===== src/rtl/nand_cmd_engine.sv =====
`timescale 1ns/1ps
module nand_cmd_engine #(
  parameter int PAGE_BYTES = 2112,
  parameter int ID_BYTES   = 4,
  parameter int RB_GUARD   = 8,
  parameter int TW         = 4,
  localparam int IW = $clog2(PAGE_BYTES + 1)
) (
  input  logic          clk,
  input  logic          rst_n,
  input  logic          start,
  input  logic [2:0]    op,
  input  logic [39:0]   addr,
  input  logic [TW-1:0] t_low,
  input  logic [TW-1:0] t_high,
  output logic          busy,
  output logic          done,
  output logic          pass,
  output logic [7:0]    status_out,
  output logic [IW-1:0] buf_idx,
  input  logic [7:0]    buf_wdata,
  output logic          buf_we,
  output logic [7:0]    buf_rdata,
  output logic          nand_ce_n,
  output logic          nand_cle,
  output logic          nand_ale,
  output logic          nand_we_n,
  output logic          nand_re_n,
  output logic          nand_wp_n,
  output logic [7:0]    nand_io_out,
  output logic          nand_io_oe,
  input  logic [7:0]    nand_io_in,
  input  logic          nand_rb
);
  localparam int GW = $clog2(RB_GUARD + 1);
  localparam logic [2:0] OP_RST = 3'd0, OP_RID = 3'd1, OP_RD = 3'd2,
                         OP_PRG = 3'd3, OP_ERS = 3'd4, OP_STS = 3'd5;

  typedef enum logic [3:0] {
    S_IDLE, S_CMD, S_ADDR, S_WDAT, S_CONF, S_WAIT, S_RDAT, S_SCMD, S_SRD, S_DONE
  } st_t;

  st_t           st;
  logic [2:0]    op_q;
  logic [39:0]   addr_q;
  logic          ph;
  logic [TW-1:0] tcnt;
  logic [IW-1:0] idx;
  logic [GW-1:0] gcnt;
  logic [7:0]    status_q;
  logic          pass_q;

  logic [TW-1:0] lo_lim, hi_lim;
  logic          strobe_w, strobe_r, strobe, end_lo, end_hi;
  logic [IW-1:0] addr_first, addr_last, rd_last;
  logic [39:0]   a_sh;

  assign lo_lim   = (t_low  == '0) ? TW'(1) : t_low;
  assign hi_lim   = (t_high == '0) ? TW'(1) : t_high;
  assign strobe_w = (st == S_CMD) || (st == S_ADDR) || (st == S_WDAT) ||
                    (st == S_CONF) || (st == S_SCMD);
  assign strobe_r = (st == S_RDAT) || (st == S_SRD);
  assign strobe   = strobe_w || strobe_r;
  assign end_lo   = strobe && !ph && (tcnt == lo_lim - TW'(1));
  assign end_hi   = strobe &&  ph && (tcnt == hi_lim - TW'(1));

  assign addr_first = (op_q == OP_ERS) ? IW'(2) : IW'(0);
  assign addr_last  = (op_q == OP_RID) ? IW'(0) : IW'(4);
  assign rd_last    = (op_q == OP_RID) ? IW'(ID_BYTES - 1) : IW'(PAGE_BYTES - 1);
  assign a_sh       = addr_q >> {idx[2:0], 3'b000};

  always_ff @(posedge clk or negedge rst_n) begin
    if (!rst_n) begin
      st       <= S_IDLE;
      op_q     <= OP_RST;
      addr_q   <= '0;
      ph       <= 1'b0;
      tcnt     <= '0;
      idx      <= '0;
      gcnt     <= '0;
      status_q <= '0;
      pass_q   <= 1'b0;
    end else begin
      if (!strobe || end_lo || end_hi) begin
        tcnt <= '0;
        ph   <= strobe && end_lo;
      end else begin
        tcnt <= tcnt + TW'(1);
      end
      unique case (st)
        S_IDLE: if (start && op <= OP_STS) begin
          op_q   <= op;
          addr_q <= addr;
          pass_q <= 1'b0;
          idx    <= '0;
          st     <= (op == OP_STS) ? S_SCMD : S_CMD;
        end
        S_CMD: if (end_hi) begin
          if (op_q == OP_RST) begin
            st   <= S_WAIT;
            gcnt <= '0;
          end else begin
            st  <= S_ADDR;
            idx <= addr_first;
          end
        end
        S_ADDR: if (end_hi) begin
          if (idx == addr_last) begin
            idx <= '0;
            case (op_q)
              OP_RID:  st <= S_RDAT;
              OP_PRG:  st <= S_WDAT;
              default: st <= S_CONF;
            endcase
          end else begin
            idx <= idx + IW'(1);
          end
        end
        S_WDAT: if (end_hi) begin
          if (idx == IW'(PAGE_BYTES - 1)) st <= S_CONF;
          else idx <= idx + IW'(1);
        end
        S_CONF: if (end_hi) begin
          st   <= S_WAIT;
          gcnt <= '0;
        end
        S_WAIT: begin
          if (gcnt != GW'(RB_GUARD)) gcnt <= gcnt + GW'(1);
          else if (nand_rb) begin
            idx <= '0;
            st  <= (op_q == OP_RD) ? S_RDAT : S_SCMD;
          end
        end
        S_RDAT: if (end_hi) begin
          if (idx == rd_last) begin
            st     <= S_DONE;
            pass_q <= 1'b1;
          end else begin
            idx <= idx + IW'(1);
          end
        end
        S_SCMD: if (end_hi) begin
          st  <= S_SRD;
          idx <= '0;
        end
        S_SRD: begin
          if (end_lo) begin
            status_q <= nand_io_in;
            pass_q   <= !nand_io_in[0];
          end
          if (end_hi) st <= S_DONE;
        end
        S_DONE: st <= S_IDLE;
        default: st <= S_IDLE;
      endcase
    end
  end

  always_comb begin
    case (st)
      S_CMD: case (op_q)
        OP_RST:  nand_io_out = 8'hFF;
        OP_RID:  nand_io_out = 8'h90;
        OP_RD:   nand_io_out = 8'h00;
        OP_PRG:  nand_io_out = 8'h80;
        default: nand_io_out = 8'h60;
      endcase
      S_CONF: case (op_q)
        OP_RD:   nand_io_out = 8'h30;
        OP_PRG:  nand_io_out = 8'h10;
        default: nand_io_out = 8'hD0;
      endcase
      S_ADDR:  nand_io_out = (op_q == OP_RID) ? 8'h00 : a_sh[7:0];
      S_WDAT:  nand_io_out = buf_wdata;
      S_SCMD:  nand_io_out = 8'h70;
      default: nand_io_out = 8'h00;
    endcase
  end

  assign busy       = (st != S_IDLE);
  assign done       = (st == S_DONE);
  assign pass       = pass_q;
  assign status_out = status_q;
  assign buf_idx    = idx;
  assign buf_we     = end_lo && ((st == S_RDAT) || (st == S_SRD && op_q == OP_STS));
  assign buf_rdata  = nand_io_in;
  assign nand_ce_n  = (st == S_IDLE) || (st == S_DONE);
  assign nand_cle   = (st == S_CMD) || (st == S_CONF) || (st == S_SCMD);
  assign nand_ale   = (st == S_ADDR);
  assign nand_we_n  = !(strobe_w && !ph);
  assign nand_re_n  = !(strobe_r && !ph);
  assign nand_wp_n  = busy && ((op_q == OP_PRG) || (op_q == OP_ERS));
  assign nand_io_oe = strobe_w;

  a_r1_idle_pins: assert property (@(posedge clk) disable iff (!rst_n)
    !busy |-> (nand_ce_n && nand_we_n && nand_re_n && !nand_wp_n && !nand_io_oe));
  a_r8_latch_excl: assert property (@(posedge clk) disable iff (!rst_n)
    !(nand_cle && nand_ale));
  a_r8_cle_drives: assert property (@(posedge clk) disable iff (!rst_n)
    nand_cle |-> (nand_io_oe && !nand_ce_n));
  a_r9_one_strobe: assert property (@(posedge clk) disable iff (!rst_n)
    !(!nand_we_n && !nand_re_n));
  a_r9_no_contention: assert property (@(posedge clk) disable iff (!rst_n)
    !nand_re_n |-> !nand_io_oe);
  a_r10_quiet_busy: assert property (@(posedge clk) disable iff (!rst_n)
    !nand_rb |-> (nand_we_n && nand_re_n));
  a_r3_capture_low: assert property (@(posedge clk) disable iff (!rst_n)
    buf_we |-> !nand_re_n);
  a_r11_done_pulse: assert property (@(posedge clk) disable iff (!rst_n)
    done |=> (!done && !busy));
  a_r11_start_only: assert property (@(posedge clk) disable iff (!rst_n)
    $rose(busy) |-> $past(start));
endmodule


===== config.mk =====
export PLATFORM = sky130hd
export DESIGN_NAME = nand_cmd_engine
export DESIGN_NICKNAME = d
export VERILOG_FILES = /design/src/rtl/nand_cmd_engine.sv
export SDC_FILE = /design/constraint.sdc
export NUM_CORES = 1
export LEC_CHECK = 0
export CORE_MARGIN = 3
export CORE_UTILIZATION = 45
export CTS_CLUSTER_SIZE = 10
export DETAILED_ROUTE_END_ITERATION = 7
export DONT_BUFFER_PORTS = 1
export SLEW_MARGIN = 15
export SYNTH_ARGS = -nofsm -noshare
export SYNTH_HDL_FRONTEND = slang
export SYNTH_SLANG_ARGS = --single-unit

===== constraint.sdc =====
create_clock -name clk -period 2.8 [get_ports clk]
set_clock_uncertainty 0.2 [all_clocks]
set_input_delay 0.14 -clock clk [delete_from_list [all_inputs] [get_ports clk]]
set_output_delay 0.14 -clock clk [all_outputs]
set_load 0.03 [all_outputs]

==> Word-level counts from Yosys, hierarchy flattened <==
Cells that the tools add are included.
{ "op_classes": {"n_addsub": 5, "multipliers": 0, "n_div": 0, "magnitude_cmp": 1, "n_eq_ne": 40, "n_shift": 1, "mux": 51, "n_bitwise": 0, "n_reduce_logical": 43} }
{ "op_table": {"columns": ["operator", "count"], "rows": [
  ["$mux 12", 13],
  ["$pmux 12 s7", 1],
  ["$mux 4", 20],
  ["$pmux 8 s5", 1],
  ["$shr 40x6->8", 1],
  ["$pmux 4 s9", 1],
  ["$ne 2x2->1 const B", 16],
  ["$pmux 8 s4", 1],
  ["$eq 4x3->1 const B", 4],
  ["$pmux 8 s2", 1],
  ["$logic_or 1x1->1", 13],
  ["$reduce_and 13->1", 1],
  ["$add 12x1->12 const B", 1],
  ["$eq 12x12->1", 1],
  ["$eq 12x12->1 const B", 1],
  ["$eq 12x3->1", 1],
  ["$logic_not 4->1", 3],
  ["$pmux 4 s3", 1],
  ["$reduce_and 12->1", 1],
  ["$logic_and 1x1->1", 11],
  ["$reduce_and 5->1", 2],
  ["$eq 3x3->1 const B", 3],
  ["$mux 3", 3],
  ["$add 4x1->4 const B", 2],
  ["21 further kinds", 38]
]} }
{ "word_totals": {"ff_bits": 77, "latch_bits": 0, "mem_bits_rw": 0, "mem_bits_ro": 0, "n_memories": 0} }

==> Longest topological paths before layout <==
{ "depth": {"ltp_word": 11, "mapped_depth": 10, "ltp_nobuf": 10} }

==> Least setup slack after synthesis <==
Ideal clock, no wire load.
{ "synth_path": {"path_type": "register to register", "from": "register idx[0], in the netlist buf_idx[0]", "to": "register st[2]", "setup_time_ns": 0.162, "arrival_time_ns": 2.376, "t_required_ns": 2.438, "slack_ns": 0.063, "path_stages_with_launch": 10, "n_path_buf": 1, "cell_sequence": "dfrtp_1 ha_1 and3_1 and3_1 buf_1 a31oi_1 a2111o_1 a31o_4 nor4_2 a221oi_2"} }
{ "synth_between": {"elab_chain_len": 3, "elab_cells_between_ends": 7, "classes_between": "eq/ne (6); reduce/logical (1)"} }
{ "synth_lines": {"columns": ["item", "line_no", "text"], "rows": [
  ["start: declaration", "48", "logic [IW-1:0] idx;"],
  ["start signal: assignment", "104", "idx <= addr_first;"],
  ["start signal: assignment", "116", "idx <= idx + IW'(1);"],
  ["start signal: assignment", "121", "else idx <= idx + IW'(1);"],
  ["$eq 12x12->1 (tied with other cells)", "120", "if (idx == IW'(PAGE_BYTES - 1)) st <= S_CONF;"],
  ["$ne 2x1->1 (no source line) / $ne 2x2->1 (equally long branches)", null, null],
  ["$reduce_and 13->1 (no source line) *", null, null],
  ["end signal: assignment", "96", "st <= (op == OP_STS) ? S_SCMD : S_CMD;"],
  ["end signal: assignment", "131", "st <= (op_q == OP_RD) ? S_RDAT : S_SCMD;"],
  ["end: declaration", "43", "st_t st;"]
]} }
Every way passes the cells marked *; elsewhere a longest branch is shown, timed or not.
A chain may end at the register's enable or synchronous reset.

==> Worst setup path in the final report <==
{ "layout_path": {"from": "register op_q[1]", "to": "register st[2]"} }
{ "layout_between": {"elab_chain_len": 5, "elab_cells_between_ends": 16, "classes_between": "eq/ne (6); mux (8); reduce/logical (2)"} }
{ "layout_lines": {"columns": ["item", "line_no", "text"], "rows": [
  ["start: declaration", "44", "logic [2:0] op_q;"],
  ["start signal: assignment", "92", "op_q <= op;"],
  ["$eq 3x1->1 / $eq 3x2->1 (equally long branches)", "68, 69, 110", null],
  ["$mux 3 (tied with other cells)", "68", "assign addr_last = (op_q == OP_RID) ? IW'(0) : IW'(4);"],
  ["$eq 12x3->1 (tied with other cells)", "108", "if (idx == addr_last) begin"],
  ["$ne 2x1->1 (no source line) (tied with other cells)", null, null],
  ["$reduce_and 13->1 (no source line) / $pmux 4 s9 (equally long branches)", null, null]
]} }
Several ways; a longest one is shown, not always the timed one. The select of a mux whose other input is x is not followed.

==> impl_metrics.toml <==
[timing]
period_share_pct = 95.5
relSlewSlack_pct = 55.8
whs_ns = 0.0473
rsz0062_at_grt = "no"
clock.fmax_mhz = 374
finalSetupViolCount = 0
min_period_ns = 2.67
tns_ns = 0
tightest_slew_ns = 0.661
drv_slew = 0
finalHoldViolCount = 0

[worst_setup_path]
crit_fanout = 7
worst-setup-path-type = "reg2reg"
reg2reg_depth = 7
crit_required_ns = 2.81
r2r_slack_ns = 0.13
setup.worst_path.start = "op_q[1]"
r2r-start = "op_q[1]"
r2r-end = "st[2]"
arrival_ns = 2.68
crit_path_end_kind = "register"
startpoint_type = "register"

[cells_and_area]
layout.cells.non_filler = 748
fin_util_pct = 60.4
fillers = 857
diodes = 0
drive_above_1_share_pct = 17.0
areaGrowthSynthToFinish_pct = 26.6
nets = 691

[detailed_routing]
wl_um = 12700
final_antenna_net_count = 0
detail_route.first_pass.iterations = 4
drt-vias-per-instance = 5.55
vias = 4151
routedWlPerCell_um = 17.0
drc = 0
drt_iter0_markers = 199

[die]
core_sq_mm = 0.00950
die_w_um = 106
initial_core_util_pct = 47.7
die_area_sq_mm = 0.0113
boundaryPins = 118
rows = 35
die_h_um = 106

[global_route]
grtUsageTotal_pct = 23.2
gr-total-overflow = 0
grt_pass1_wl_um = 21100
grt_max_degree = 78
antenna_found_initial = 1
grt_pass1_vias = 4184

[clock_tree]
clk_path_buf_depth = 2
h-tree-depth = 3
clkLatencyLatePin_ns = 0.35
cts.clk_slew.worst_paths_ns = 0.09
post-cts-setup-buffer-count = 0
cts_tree = "done"
clockRootBuffer = "clkbuf_8"
cts-buffers-inserted = 9
clkSinkCount = 77

[min_path]
hp-class = "in2reg"
min_path_cells = 5
worstHoldStart = "t_low[3]"
hold_end = "ph"

[synthesis]
synthCells = 530
yosys-top-cells-area = "dfrtp_1, nand2_1, mux4_2"
ys.flop_type = "dfrtp_1"
syn_avg_cell_area_sq_um = 8.55
synth_cell_type_count = 61
yosys_warnings = 0
synth_fp_nets = 607
synth_edf_count = 0
ys_seq_area_share_pct = 42.5
yosys.area.top_type = "dfrtp_1"
ys_async_sr_fraction_pct = 100
syn_area_sq_mm = 0.00453
synth_top_area_share_pct = 42.5
synth_seq_cells = 77

[power_and_ir_drop]
cellPowerDensity_mw_per_mm2 = 1030
p_sw_share_pct = 44.6
p_leak_nw = 2.66
p_clk_share_pct = 15.6
comb_power_share_pct = 52.6
p_total_w = 0.00591
peakVddDrop_mv = 0.426
power.switching_w = 0.00264
power_frac_seq_pct = 31.8
internal_power_w = 0.00328

[status]
status = "completed"

[placement]
dp_hpwl_um = 9110
place_congestion = 0.881
post-place-cells = 677
io_buffers = 0

[run]
drv_cap = 0
## cell usage in the layout, fill, tap and decap left out, types with 9 or more instances in the layout
cell type and n:
nand2_1 156, nor2_1 31, a22oi_1 9, dfrtp_1 77
a21oi_1 17, nor3_1 18, clkbuf_8 11, o21ai_0 25
dlygate4sd3_1 54, inv_1 16, nand3_1 12, mux2_2 9
buf_4 53
## worst max-delay path by stage
stage	slack [ns]	to
6_report	0.13	st[2]
5_1_grt	0.02	buf_idx[2]
4_1_cts	0.07	nand_io_out[4]
3_5_place_dp	0.18	st[2]
3_3_place_gp	0.22	st[2]
2_1_floorplan	0.06	st[2]
## per-layer routing
layer  GRT usage [%]  wire length [um]  vias to the layer above
li1                -                 -                     2007
met1            31.7              5500                     1991
met2            38.1              6230                      134
met3            4.98               804                       17
met4            5.27               185                        2
met5               0                13                        -
## flip-flops by register name, indices dropped and copies added, names as in the netlist
| signal | count |
|---|---|
| addr_q | 40 |
| buf_idx | 12 |
| gcnt | 4 |
| op_q | 3 |
| pass | 1 |
| ph | 1 |
| st | 4 |
| status_out | 8 |
| tcnt | 4 |
## power groups by stage
stage	clock network, W	registers, W	logic, W
floorplan	0	0.00178	0.00219
global placement	0	0.00187	0.00295
detailed placement	0	0.00189	0.00299
CTS	0.000940	0.00187	0.00310
global route	0.000989	0.00193	0.00342
finish	0.000923	0.00188	0.00311
## synthesized netlist by cell type, types with 4 or more instances
master and number:
or3_1 5, buf_2 6, nand2b_1 8, nor3_1 19, o31ai_1 5, clkbuf_1 16
nand3_1 12, inv_1 17, o21ai_0 25, mux2_2 9, nor3b_1 4, a21oi_1 17
nand4_1 4, dfrtp_1 77, nor2b_1 6, a22oi_1 9, mux4_2 8, nand2_1 157
xnor2_1 8, o21a_1 5, buf_4 9, nor2_1 31, buf_1 5, ha_1 6
o2111ai_1 4
## cell families (layout without fill, tap and decap cells)
group	Yosys count	count (layout)	synth area share (%)
AO/OA/AOI/OAI	105	105	16.5
XOR/XNOR	8	8	1.55
adder cells (fa/ha/maj)	6	6	1.66
buffers and inverters	54	143	5.38
flip-flops	77	77	42.5
multiplexers	19	19	6.65
AND/OR/NAND/NOR	261	261	25.8
## repair_timing
action,4_1_cts,5_1_grt
endpoints found under the hold margin,131,0
endpoints found under the setup margin,2,7
resized for setup,1,3
hold buffers,55,0
## worst max-delay path: stages (launching register included)
cell	delay, ns
dfrtp_1	0.45
or3b_1	0.42
nor3_2	0.19
o2111ai_2	0.18
a2111o_1	0.49
a31o_4	0.25
nor4_2	0.29
a221oi_2	0.06
## cell type report
class / instances / area (sq um) / share of cell area, %
timing repair buffer: 109 / 986 / 17.2
clock buffer: 11 / 151 / 2.64
clock inverter: 5 / 66.3 / 1.16
sequential: 77 / 1930 / 33.6
multi-input combinational: 399 / 2370 / 41.4
tap: 129 / 161 / 2.81
inverter: 18 / 71.3 / 1.24
## through the flow
stage          setup slack (ns)  instance area, sq um
2_1_floorplan            0.0626                  4530
3_3_place_gp              0.221                  4930
3_5_place_dp              0.176                  4930
4_1_cts                  0.0730                  5720
5_1_grt                  0.0164                  5740
6_report                  0.125                  5740
Note: power is estimated with default switching activity, not from simulation.
